`config.mk`:
```
export PLATFORM = sky130hd
export DESIGN_NAME = erase_sequencer
export DESIGN_NICKNAME = d
export VERILOG_FILES = /design/src/rtl/erase_pkg.sv /design/src/rtl/erase_cmd_decode.sv /design/src/rtl/erase_window.sv /design/src/rtl/erase_engine.sv /design/src/rtl/erase_sequencer.sv
export SDC_FILE = /design/constraint.sdc
export NUM_CORES = 1
export LEC_CHECK = 0
export BUFFER_PORTS_ARGS = -buffer_cell sky130_fd_sc_hd__buf_4
export CORE_MARGIN = 5
export CORE_UTILIZATION = 45
export DETAILED_ROUTE_END_ITERATION = 12
export PLACE_DENSITY = 0.79
export RECOVER_POWER = 100
export SKIP_LAST_GASP = 1
export SLEW_MARGIN = 25
export SYNTH_ARGS = -nofsm -noshare
export SYNTH_HDL_FRONTEND = slang
export SYNTH_SLANG_ARGS = --single-unit
```
`constraint.sdc`:
```
create_clock -name clk -period 3.2 [get_ports clk]
set_clock_uncertainty 0.1 [all_clocks]
set_input_delay 0.32 -clock clk [delete_from_list [all_inputs] [get_ports clk]]
set_output_delay 0.32 -clock clk [all_outputs]
set_load 0.1 [all_outputs]
```
`src/rtl/erase_pkg.sv`:
```
package erase_pkg;

    localparam int CMD_AW = 11;

    localparam logic [7:0] CMD_KEY1   = 8'hAA;
    localparam logic [7:0] CMD_KEY2   = 8'h55;
    localparam logic [7:0] CMD_SETUP  = 8'h80;
    localparam logic [7:0] CMD_CHIP   = 8'h10;
    localparam logic [7:0] CMD_SECTOR = 8'h30;
    localparam logic [7:0] CMD_SUSP   = 8'hB0;

    localparam logic [CMD_AW-1:0] ADR_KEYA = 11'h555;
    localparam logic [CMD_AW-1:0] ADR_KEYB = 11'h2AA;

    typedef enum logic [2:0] {
        DS_IDLE, DS_K1, DS_K2, DS_SETUP, DS_K3, DS_K4
    } dec_state_t;

    typedef enum logic [1:0] {
        MD_READ, MD_WINDOW, MD_ERASE, MD_SUSP
    } mode_t;

    typedef enum logic [1:0] {
        PH_IDLE = 2'd0, PH_ZERO = 2'd1, PH_VERIFY = 2'd2, PH_ERASE = 2'd3
    } phase_t;

    typedef struct packed {
        logic [CMD_AW-1:0] adr;
        logic [7:0]        dat;
    } bus_word_t;

    // Write expected next in the unlock chain for a given decoder state
    function automatic bus_word_t expect_word(dec_state_t s);
        case (s)
            DS_K1:    return '{adr: ADR_KEYB, dat: CMD_KEY2};
            DS_K2:    return '{adr: ADR_KEYA, dat: CMD_SETUP};
            DS_SETUP: return '{adr: ADR_KEYA, dat: CMD_KEY1};
            DS_K3:    return '{adr: ADR_KEYB, dat: CMD_KEY2};
            default:  return '{adr: ADR_KEYA, dat: CMD_KEY1};
        endcase
    endfunction

endpackage

```
`src/rtl/erase_cmd_decode.sv`:
```
module erase_cmd_decode
    import erase_pkg::*;
(
    input  logic              clk,
    input  logic              rst,
    input  logic              en,
    input  logic              wr_stb,
    input  logic [CMD_AW-1:0] wr_adr,
    input  logic [7:0]        wr_dat,
    output logic              sec_cmd,
    output logic              chip_cmd
);

    dec_state_t st_q;
    bus_word_t  want;
    logic       step_ok;

    always_comb begin
        want     = expect_word(st_q);
        step_ok  = (wr_adr == want.adr) && (wr_dat == want.dat);
        sec_cmd  = en && wr_stb && (st_q == DS_K4) && (wr_dat == CMD_SECTOR);
        chip_cmd = en && wr_stb && (st_q == DS_K4) && (wr_dat == CMD_CHIP)
                   && (wr_adr == ADR_KEYA);
    end

    always_ff @(posedge clk) begin
        if (rst || !en) begin
            st_q <= DS_IDLE;
        end else if (wr_stb) begin
            if (st_q == DS_K4 || !step_ok) st_q <= DS_IDLE;
            else                           st_q <= dec_state_t'(st_q + 3'd1);
        end
    end


    break_to_idle_chk: assert property (@(posedge clk) disable iff (rst)
        (en && wr_stb && st_q != DS_K4 && !step_ok) |=> (st_q == DS_IDLE));

endmodule

```
`src/rtl/erase_window.sv`:
```
module erase_window #(
    parameter int NSEC    = 8,
    parameter int SBW     = 3,
    parameter int WIN_CYC = 64
) (
    input  logic            clk,
    input  logic            rst,
    input  logic            run,
    input  logic            hold,
    input  logic            load,
    input  logic            load_all,
    input  logic            clear,
    input  logic [SBW-1:0]  idx,
    output logic [NSEC-1:0] sel,
    output logic            expire
);

    localparam int TW = $clog2(WIN_CYC + 1);

    logic [TW-1:0]   cnt_q;
    logic [NSEC-1:0] sel_q;

    assign sel    = sel_q;
    assign expire = run && !hold && (cnt_q == '0);

    always_ff @(posedge clk) begin
        if (rst) begin
            sel_q <= '0;
            cnt_q <= '0;
        end else begin
            if (clear)         sel_q      <= '0;
            else if (load_all) sel_q      <= '1;
            else if (load)     sel_q[idx] <= 1'b1;

            if (load)                      cnt_q <= TW'(WIN_CYC - 1);
            else if (run && cnt_q != '0)   cnt_q <= cnt_q - 1'b1;
        end
    end


    window_restart_chk: assert property (@(posedge clk) disable iff (rst)
        load |=> !expire);

endmodule

```
`src/rtl/erase_engine.sv`:
```
module erase_engine
    import erase_pkg::*;
#(
    parameter int NSEC      = 8,
    parameter int PHASE_CYC = 16,
    parameter int CW        = 8
) (
    input  logic               clk,
    input  logic               rst,
    input  logic               start,
    input  logic               run,
    input  logic [NSEC-1:0]    sel,
    output phase_t             phase,
    output logic               done,
    output logic [NSEC*CW-1:0] counts
);

    localparam int PW = $clog2(PHASE_CYC + 1);

    phase_t        ph_q;
    logic [PW-1:0] pcnt_q;

    assign phase = ph_q;
    assign done  = run && !start && (ph_q == PH_ERASE) && (pcnt_q == '0);

    always_ff @(posedge clk) begin
        if (rst) begin
            ph_q   <= PH_IDLE;
            pcnt_q <= '0;
        end else if (start) begin
            ph_q   <= PH_ZERO;
            pcnt_q <= PW'(PHASE_CYC - 1);
        end else if (run && ph_q != PH_IDLE) begin
            if (pcnt_q == '0) begin
                ph_q   <= (ph_q == PH_ERASE) ? PH_IDLE : phase_t'(ph_q + 2'd1);
                pcnt_q <= PW'(PHASE_CYC - 1);
            end else begin
                pcnt_q <= pcnt_q - 1'b1;
            end
        end
    end

    for (genvar i = 0; i < NSEC; i++) begin : g_cnt
        logic [CW-1:0] c_q;
        always_ff @(posedge clk) begin
            if (rst)               c_q <= '0;
            else if (done && sel[i]) c_q <= c_q + 1'b1;
        end
        assign counts[i*CW +: CW] = c_q;
    end


    phase_order_chk: assert property (@(posedge clk) disable iff (rst)
        (ph_q != $past(ph_q) && $past(ph_q) != PH_IDLE && ph_q != PH_IDLE)
        |-> (ph_q == phase_t'($past(ph_q) + 2'd1)));


    freeze_chk: assert property (@(posedge clk) disable iff (rst)
        (!run && !start) |=> ($stable(ph_q) && $stable(pcnt_q)));

endmodule

```
`src/rtl/erase_sequencer.sv`:
```
module erase_sequencer
    import erase_pkg::*;
#(
    parameter int AW        = 14,
    parameter int SBW       = 3,
    parameter int WIN_CYC   = 64,
    parameter int PHASE_CYC = 16,
    parameter int CW        = 8
) (
    input  logic                      clk,
    input  logic                      rst,
    input  logic [AW-1:0]             bus_addr,
    input  logic [7:0]                bus_data,
    input  logic                      bus_we_n,
    input  logic                      bus_ce_n,
    output logic [(1<<SBW)-1:0]       sector_sel,
    output logic                      erase_busy,
    output logic                      tmr_expired,
    output logic                      erase_suspended,
    output logic [1:0]                erase_phase,
    output logic [(1<<SBW)*CW-1:0]    erase_count
);

    localparam int NSEC = 1 << SBW;

    mode_t  mode_q;
    logic   chip_q, susp_erase_q, we_q;
    logic   wr_stb, is_sec, is_susp;
    logic   sec_cmd, chip_cmd;
    logic   win_load, win_clear, win_expire;
    logic   eng_start, eng_done;
    phase_t eng_phase;

    always_comb begin
        wr_stb    = !we_q && bus_we_n && !bus_ce_n;
        is_sec    = (bus_data == CMD_SECTOR);
        is_susp   = (bus_data == CMD_SUSP);
        win_load  = sec_cmd || (mode_q == MD_WINDOW && wr_stb && is_sec);
        win_clear = eng_done || (mode_q == MD_WINDOW && wr_stb && !is_sec && !is_susp);
        eng_start = win_expire || chip_cmd
                    || (mode_q == MD_SUSP && !susp_erase_q && wr_stb && is_sec);
    end

    erase_cmd_decode u_dec (
        .clk      (clk),
        .rst      (rst),
        .en       (mode_q == MD_READ),
        .wr_stb   (wr_stb),
        .wr_adr   (bus_addr[CMD_AW-1:0]),
        .wr_dat   (bus_data),
        .sec_cmd  (sec_cmd),
        .chip_cmd (chip_cmd)
    );

    erase_window #(.NSEC(NSEC), .SBW(SBW), .WIN_CYC(WIN_CYC)) u_win (
        .clk      (clk),
        .rst      (rst),
        .run      (mode_q == MD_WINDOW),
        .hold     (wr_stb),
        .load     (win_load),
        .load_all (chip_cmd),
        .clear    (win_clear),
        .idx      (bus_addr[AW-1 -: SBW]),
        .sel      (sector_sel),
        .expire   (win_expire)
    );

    erase_engine #(.NSEC(NSEC), .PHASE_CYC(PHASE_CYC), .CW(CW)) u_eng (
        .clk    (clk),
        .rst    (rst),
        .start  (eng_start),
        .run    (mode_q == MD_ERASE),
        .sel    (sector_sel),
        .phase  (eng_phase),
        .done   (eng_done),
        .counts (erase_count)
    );

    always_ff @(posedge clk) begin
        if (rst) begin
            mode_q       <= MD_READ;
            chip_q       <= 1'b0;
            susp_erase_q <= 1'b0;
            we_q         <= 1'b1;
        end else begin
            we_q <= bus_we_n;
            case (mode_q)
                MD_READ: begin
                    if (chip_cmd) begin
                        mode_q <= MD_ERASE;
                        chip_q <= 1'b1;
                    end else if (sec_cmd) begin
                        mode_q <= MD_WINDOW;
                    end
                end
                MD_WINDOW: begin
                    if (wr_stb) begin
                        if (is_susp) begin
                            mode_q       <= MD_SUSP;
                            susp_erase_q <= 1'b0;
                        end else if (!is_sec) begin
                            mode_q <= MD_READ;
                        end
                    end else if (win_expire) begin
                        mode_q <= MD_ERASE;
                    end
                end
                MD_ERASE: begin
                    if (eng_done) begin
                        mode_q <= MD_READ;
                        chip_q <= 1'b0;
                    end else if (wr_stb && is_susp && !chip_q) begin
                        mode_q       <= MD_SUSP;
                        susp_erase_q <= 1'b1;
                    end
                end
                default: begin
                    if (wr_stb && is_sec) mode_q <= MD_ERASE;
                end
            endcase
        end
    end

    assign erase_busy      = (mode_q == MD_ERASE);
    assign erase_suspended = (mode_q == MD_SUSP);
    assign tmr_expired     = (mode_q == MD_ERASE) || (mode_q == MD_SUSP && susp_erase_q);
    assign erase_phase     = eng_phase;


    window_abort_chk: assert property (@(posedge clk) disable iff (rst)
        (mode_q == MD_WINDOW && wr_stb && !is_sec && !is_susp)
        |=> (mode_q == MD_READ && sector_sel == '0));


    erase_ignore_chk: assert property (@(posedge clk) disable iff (rst)
        (mode_q == MD_ERASE && wr_stb && !is_susp && !eng_done)
        |=> (mode_q == MD_ERASE && $stable(sector_sel)));


    chip_no_susp_chk: assert property (@(posedge clk) disable iff (rst)
        (mode_q == MD_ERASE && chip_q) |=> (mode_q != MD_SUSP));

endmodule

```
======== After elaboration in Yosys (flattened, before gate mapping) ========
Index checks and enable logic that the tools add are counted.
operators by class
  eq/ne operators ......................... 24
  bitwise logic cells ..................... 1
  magnitude comparators ................... 2
  add/sub/neg operators ................... 12
  reductions and logical operators ........ 73
  mux-type cells .......................... 33
operators by type and width
  kind                                                                   number
  8-bit by 1-bit adder with 8-bit output, second input constant          8
  19-bit one-hot mux with 2 select lines                                 1
  1-bit logical AND                                                      35
  2-bit two-way mux                                                      10
  8-bit two-way mux                                                      2
  2-bit nonzero test                                                     7
  6-bit two-way mux                                                      2
  2-bit inequality test, second input constant                           6
  11-bit equality test                                                   1
  11-bit equality test, second input constant                            1
  1-bit logical NOT                                                      10
  1-bit two-way mux                                                      10
  5-bit AND reduction                                                    2
  3-bit inequality test, second input constant                           3
  8-bit by 5-bit equality test with 1-bit output, second input constant  1
  8-bit by 6-bit equality test with 1-bit output, second input constant  1
  8-bit equality test                                                    1
  8-bit equality test, second input constant                             1
  4-bit two-way mux                                                      2
  8-bit OR                                                               1
  2-bit OR reduction                                                     4
  7-bit logical NOT                                                      1
  1-bit logical OR                                                       7
  7-bit nonzero test                                                     1
  other kinds (22)                                                       27
storage, ports and cells
  input bits .............................. 26
  word-level logic and storage cells ...... 165
  register bits after elaboration ......... 94

======== Longest topological paths before layout ========
Gate-level depths: netlist of the first run.
  depth after elaboration ................. 15
  mapped depth ............................ 11

======== Hierarchy ========
Synthesis of the first run repeated with hierarchy kept, for this count alone.
second synthesis, totals
  cells, all modules ...................... 584
  area, all modules ....................... 5048.6 um^2
by module, submodules not included
  module            times used  sequential area each (um^2)  cells each  area each (um^2)
  erase_engine      1           1421.4                       377         3328.2
  erase_window      1           300.3                        88          758.2
  erase_sequencer   1           100.1                        60          513.0
  erase_cmd_decode  1           60.1                         59          449.2

======== Worst setup path before layout of the first run ========
OpenSTA, ideal clock, no wires.
  kind .................................... register -> register
  start ................................... register mode_q[0]
  end ..................................... register u_eng.g_cnt[7].c_q[6]
  stages on the path, launching flop included .. 8
  buffers on the path ..................... 1
  slack ................................... 0.348 ns
  required time ........................... 3.030 ns
  data arrival time ....................... 2.681 ns
  cells stage by stage .................... dfxtp_1 inv_1 ha_1 clkbuf_1 nand3_2 or4_1 or3_1 a21oi_1
between the ends
  elaborated cells on any way between the ends .. 20
  classes of those cells .................. 3 x eq/ne; 17 x reduce/logical
RTL lines
  item                            RTL line               RTL
  start: declaration              erase_sequencer.sv:26  mode_t mode_q;
  start signal: assignment        erase_sequencer.sv:81  mode_q <= MD_READ;
  start signal: assignment        erase_sequencer.sv:90  mode_q <= MD_ERASE;
  start signal: assignment        erase_sequencer.sv:93  mode_q <= MD_WINDOW;
  2-bit equality test             n/a
  net erase_busy                  erase_sequencer.sv:17  output logic erase_busy,
  1-bit logical AND (3 in a row)  erase_engine.sv:24     assign done = run && !start && (ph_q == PH_ERASE) && (pcnt_q == '0);
  1-bit logical AND               erase_engine.sv:47     else if (done && sel[i]) c_q <= c_q + 1'b1;
  end signal: assignment          erase_engine.sv:47
  end: declaration                erase_engine.sv:44     logic [CW-1:0] c_q;
The timed path passes the listed nets, and every way through them passes these cells.
A chain may end at the register's enable or synchronous reset.

======== Worst setup path after layout of the first run ========
  start ................................... register u_eng.pcnt_q[0]
  end ..................................... register u_eng.g_cnt[5].c_q[4]
between the ends
  cells in the longest elaborated chain, start to end .. 3
ends and longest elaborated chain
  item                      RTL line            RTL
  start: declaration        erase_engine.sv:21  logic [PW-1:0] pcnt_q;
  start signal: assignment  erase_engine.sv:32  pcnt_q <= PW'(PHASE_CYC - 1);
  start signal: assignment  erase_engine.sv:36  pcnt_q <= PW'(PHASE_CYC - 1);
  start signal: assignment  erase_engine.sv:38  pcnt_q <= pcnt_q - 1'b1;
  5-bit logical NOT         erase_engine.sv:24
  1-bit logical AND         erase_engine.sv:24
  1-bit logical AND         erase_engine.sv:47
  end signal: assignment    erase_engine.sv:47
  end: declaration          erase_engine.sv:44
Every way passes these cells.

==> impl_metrics.env, run 1 <==
export IMPL_wl_per_cell_um=15.8
export IMPL_required_ps=3370
export IMPL_mostFrequentLayoutCells="dfxtp_1, clkbuf_1, a21oi_1"
export IMPL_crit_arrival_ps=2960
export IMPL_dpl_cell_area_um2=5720
export IMPL_slew_violations=42
export IMPL_use_met3_pct=3.24
export IMPL_grt_pass1_wl_um=21400
export IMPL_use_met2_pct=32.5
export IMPL_post_drt_via_cell_ratio=5.83
export IMPL_ys_seq_area_share_pct=39.0
export IMPL_clkSlewWorstSetupHoldPaths_ps=90
export IMPL_synth_cell_types=56
export IMPL_timing_fmax_mhz=358
export IMPL_finalNetCount=723
export IMPL_end_kind="flip-flop"
export IMPL_cts_made_buffers=9
export IMPL_fp_dieH_um=114
export IMPL_cp_max_fo=14
export IMPL_antenna_found_initial=0
export IMPL_grt_max_degree=48
export IMPL_post_cts_buffers=0
export IMPL_dp_cells=800
export IMPL_ff2ff_setup_slack_ps=410
export IMPL_ant_nets=0
export IMPL_cts_tree="built"
export IMPL_worstMarginPinSlew_ps=1780
export IMPL_grt_remaining_overflow=0
export IMPL_final_area_um2=5620
export IMPL_gp_congestion=0.897
export IMPL_drive_gt1_share_pct=8.53
export IMPL_grtUsageMet1_pct=26.0
export IMPL_cp_start_kind="flip-flop"
export IMPL_clock_sinks=94
export IMPL_hp_class="primary input to flip-flop"
export IMPL_outcome="finished, violations left"
export IMPL_drc=0
export IMPL_slew_headroom_pct=-18.5
export IMPL_post_route_min_period_ps=2790
export IMPL_ys_warnings_count=0
export IMPL_post_cts_resized=0
export IMPL_hold_viol_final=0
export IMPL_dr_total_vias=4758
export IMPL_synth_cells=579
export IMPL_ir_worst_vdd_uv=234
export IMPL_drt_iter0_markers=312
export IMPL_violations="capacitance limit, slew limit"
export IMPL_numPortBuffers=102
export IMPL_synthTopCellsByArea="dfxtp_1, a21oi_1, ha_1"
export IMPL_syn_mean_instance_area_um2=8.33
export IMPL_coreArea_um2=10400
export IMPL_rsz0062_at_grt="no"
export IMPL_p_leak_nw=1.86
export IMPL_cts_max_level=3
export IMPL_p_per_area_nw_per_um2=437
export IMPL_dr_pass1_iters=4
export IMPL_grt_usage_pct=19.9
export IMPL_syn_area_um2=4820
export IMPL_clk_latency_ps=370
export IMPL_setup_violations=0
export IMPL_cap_violations=1
export IMPL_cts_root_buf="clkbuf_8"
export IMPL_grt_pass1_vias=4527
export IMPL_synth_top_area_share_pct=39.0
export IMPL_final_core_util_pct=54.2
export IMPL_die_area_um2=12900
export IMPL_layout_cells_non_filler=816
export IMPL_holdBufCountCts=0
export IMPL_fin_tns_setup_ps=0
export IMPL_antenna_cells=0
export IMPL_die_w_um=114
export IMPL_io_pins=103
export IMPL_synthArstFlopShare_pct=0
export IMPL_synthFlopType="dfxtp_1"
export IMPL_rows=37
export IMPL_ctsLongestPathBuffers=2
export IMPL_crit_type="flip-flop to flip-flop"
export IMPL_synth_top_area_cell="dfxtp_1"
export IMPL_synth_edf_count=0
export IMPL_ys_seq_elements=94
export IMPL_grt_busiest_layer="met2"
export IMPL_finalCritPeriodShare_pct=87.2
export IMPL_total_power_w=0.00245
export IMPL_final_common_cell="dfxtp_1"
export IMPL_hpwl_um=9510
export IMPL_syn_nets=627
export IMPL_syn_to_final_growth_pct=16.4
export IMPL_start_util_pct=46.5
export IMPL_drt_wl_total_um=12900
-- where the power goes --
| part | leakage [nW] | switching, W | internal [W] |
|---|---|---|---|
| clock | 0.0973 | 0.000434 | 0.000367 |
| combinational | 1.00 | 0.000282 | 0.000141 |
| sequential | 0.757 | 0.0000294 | 0.00120 |
| total | 1.86 | 0.000746 | 0.00171 |
-- cell usage after synthesis, types with 4 or more instances --
library cell	count
a211oi_1	6
nor2_1	40
inv_1	14
nand4_1	32
xnor2_1	17
nor4_1	17
ha_1	22
nor3_1	14
o21ai_0	24
a21oi_1	63
dfxtp_1	94
or3_1	19
nand3_1	31
and4_1	5
or4_1	14
o31ai_1	15
and2_1	4
clkbuf_1	15
buf_2	10
and3_1	9
xor2_1	12
nand2b_1	6
nand2_1	47
-- state kept, by name, summed over array words and instances (netlist names) --
signal,cells
u_eng.g_cnt.c_q,64
u_win.sel,8
u_win.cnt_q,7
u_eng.pcnt_q,5
u_dec.st_q,3
mode_q,2
u_eng.phase,2
chip_q,1
susp_erase_q,1
we_q,1
-- cell families after synthesis --
group,count (synthesis),share of synthesized area (%)
AOI/OAI and AO/OA,131,15.8
xor gates and xnor gates,29,5.26
adders and majority gates,22,5.71
buffers and inverters,42,3.92
DFF,94,39.0
muxes,4,0.908
and+or+nand+nor,257,29.4
-- worst max-delay path, cell delays in order, from the launching register on --
cell	delay, ps
dfxtp_1	340
inv_1	60
ha_1	150
or3b_1	430
nor2_4	170
and3_1	230
buf_4	240
nand4_1	280
or4_1	490
a21oi_1	190
-- worst paths after layout --
path                               from                    end  cells past startpoint
hold reg to reg   u_eng.g_cnt[4].c_q[7]  u_eng.g_cnt[4].c_q[7]                      2
setup / recovery        u_eng.pcnt_q[0]  u_eng.g_cnt[5].c_q[4]                      9
hold / removal                 bus_we_n                   we_q                      2
setup reg to reg        u_eng.pcnt_q[0]  u_eng.g_cnt[5].c_q[4]                      9
-- area by class of cell --
| class | instances | area [um2] |
|---|---|---|
| multi-input cells | 443 | 2750 |
| inverters | 14 | 52.6 |
| clock buffers | 10 | 128 |
| repair buffers | 113 | 566 |
| clock inverters | 6 | 68.8 |
| flip-flops and latches | 94 | 1880 |
| well taps | 136 | 170 |
| fillers | 1026 | 4750 |
-- through the flow --
| stage | setup WS [ps] | hold slack, ps |
|---|---|---|
| 6_report | 408 | 61.7 |
| 5_1_grt | 199 | 64.9 |
| 4_1_cts | 495 | 47.7 |
| 3_5_place_dp | 523 | 372 |
| 3_3_place_gp | 621 | 364 |
| 2_1_floorplan | 348 | 327 |
-- layer usage --
layer / wire length [um] / part of all wire, %
met5: 0 / 0
met1: 5820 / 45
met4: 359 / 2.8
met2: 6020 / 47
met3: 703 / 5.4
Power figures use the tool's default switching activity.
==> run 2, diff against run 1 <==
Settings changed: CORE_UTILIZATION 45 to 55, PLACE_DENSITY 0.79 to 0.91, RECOVER_POWER 100 to 50.
==> run 2 against run 1 <==
Against the previous run:
- the run still ends with capacitance limit, slew limit left
- setup slack worse by 130 ps
- cell count is 3.6% lower
- count of clock-buffer cells in the layout down 1
- critical path type unchanged
- die area fell by 17%
- sequential share of layout area rose by 0.26 points
- combinational power grew 4%
- wire length increased by 1.1%
- global-route usage grew 3.8 points
- via count increased by 2.9%
- worst hold slack hardly changed
==> impl_metrics.env, run 2 (synthesis gave the netlist of run 1 again) <==
export IMPL_drt_iter0_markers=362
export IMPL_slew_violations=88
export IMPL_mostFrequentLayoutCells="dfxtp_1, clkbuf_1, a21oi_1"
export IMPL_setup_violations=0
export IMPL_dr_pass1_iters=5
export IMPL_dr_total_vias=4895
export IMPL_end_kind="flip-flop"
export IMPL_holdBufCountCts=0
export IMPL_clk_latency_ps=370
export IMPL_largest_reg_flops=64
export IMPL_fp_dieH_um=104
export IMPL_final_common_cell="dfxtp_1"
export IMPL_wl_per_cell_um=16.6
export IMPL_pre_cts_slack_ps=336
export IMPL_power_share_sequential_pct=49.9
export IMPL_hp_class="primary input to flip-flop"
export IMPL_rsz0062_at_grt="no"
export IMPL_crit_arrival_ps=3100
export IMPL_die_area_um2=10700
export IMPL_cts_tree="built"
export IMPL_p_sw_w=0.000746
export IMPL_cp_max_fo=32
export IMPL_hold_viol_final=0
export IMPL_power_frac_comb_pct=17.9
export IMPL_p_leak_nw=1.85
export IMPL_coreArea_um2=8640
export IMPL_clkSlewWorstSetupHoldPaths_ps=100
export IMPL_outcome="finished, violations left"
export IMPL_finalCritPeriodShare_pct=91.4
export IMPL_ant_nets=0
export IMPL_cts_made_buffers=9
export IMPL_antenna_found_initial=0
export IMPL_die_w_um=104
export IMPL_worstMarginPinSlew_ps=1690
export IMPL_post_cts_buffers=0
export IMPL_startpoint="u_eng.pcnt_q[1]"
export IMPL_violations="capacitance limit, slew limit"
export IMPL_crit_type="flip-flop to flip-flop"
export IMPL_rows=34
export IMPL_switching_share_pct=30.2
export IMPL_clock_sinks=94
export IMPL_grt_pass1_wl_um=21900
export IMPL_cts_max_level=3
export IMPL_required_ps=3370
export IMPL_grt_pass1_vias=4733
export IMPL_syn_to_final_growth_pct=15.6
export IMPL_hp_start="bus_we_n"
export IMPL_cp_start_kind="flip-flop"
export IMPL_grt_remaining_overflow=0
export IMPL_antenna_cells=0
export IMPL_ir_worst_vdd_uv=208
export IMPL_pwr_share_clk_pct=32.3
export IMPL_drc=0
export IMPL_drive_gt1_share_pct=9.13
export IMPL_p_per_area_nw_per_um2=442
export IMPL_worst_slack_ps=274
export IMPL_ff2ff_setup_slack_ps=270
export IMPL_ctsLongestPathBuffers=2
export IMPL_gp_congestion=0.866
export IMPL_total_power_w=0.00247
export IMPL_post_cts_resized=0
export IMPL_drt_wl_total_um=13100
export IMPL_cts_root_buf="clkbuf_8"
export IMPL_grt_usage_pct=23.6
export IMPL_hpwl_um=9280
export IMPL_holdWs_ps=61.8
export IMPL_finalNetCount=722
export IMPL_largest_register="u_eng.g_cnt.c_q"
export IMPL_fin_tns_setup_ps=0
export IMPL_slew_headroom_pct=-13.0
export IMPL_post_route_min_period_ps=2930
export IMPL_p_int_w=0.00172
export IMPL_start_util_pct=55.9
export IMPL_post_drt_via_cell_ratio=6.22
export IMPL_grt_max_degree=88
export IMPL_worstReg2RegStart="u_eng.pcnt_q[1]"
export IMPL_numPortBuffers=102
export IMPL_timing_fmax_mhz=342
export IMPL_io_pins=103
export IMPL_cap_violations=1
==> run 2: per-layer routing <==
layer  wire (um)  share of wire, %  vias to the layer above  global-route usage (%)
li1            -                 -                     2340                       -
met5           0                 0                        -                       0
met3        1110               8.5                       25                    4.73
met2        6290                48                      223                    39.8
met4         281               2.2                        0                    9.62
met1        5370                41                     2307                    29.5
==> run 2: power by group through the flow <==
stage                     registers, W  logic [W]  clock network, W
after CTS                      0.00123   0.000439          0.000804
after global placement         0.00125   0.000419                 0
after global routing           0.00123   0.000479          0.000851
final                          0.00123   0.000441          0.000796
after detailed placement       0.00126   0.000439                 0
after floorplan                0.00129   0.000295                 0
==> run 2: path summary, 6_finish.rpt <==
kind                                 to  depth (start not counted)
setup / recovery  u_eng.g_cnt[3].c_q[5]                          9
hold / removal                     we_q                          2
hold reg to reg            susp_erase_q                          2
setup reg to reg  u_eng.g_cnt[3].c_q[5]                          9
==> run 2: through the flow <==
stage	utilization, %	instances	cell area (um2)
final	64.6	787	5580
after global routing	64.6	787	5580
after CTS	67.9	787	5870
after detailed placement	65.6	771	5670
after global placement	65.6	771	5670
after floorplan	-	579	4820
==> run 2: cell type report <==
type / instances / area, um2
fill: 756 / 3060
multi-input combinational: 443 / 2760
sequential: 94 / 1880
timing repair buffer: 112 / 549
tap: 108 / 135
clock buffer: 9 / 124
clock inverter: 7 / 73.8
inverter: 14 / 52.6
==> run 2: worst max-delay path, cell delays in order (launching register included) <==
cell and delay (ps):
dfxtp_1 340, inv_1 70, ha_1 150, or3b_4 410, nor2_4 160, and3_1 230, nand3_2 500, buf_4 370
or3_1 350, a21oi_1 160
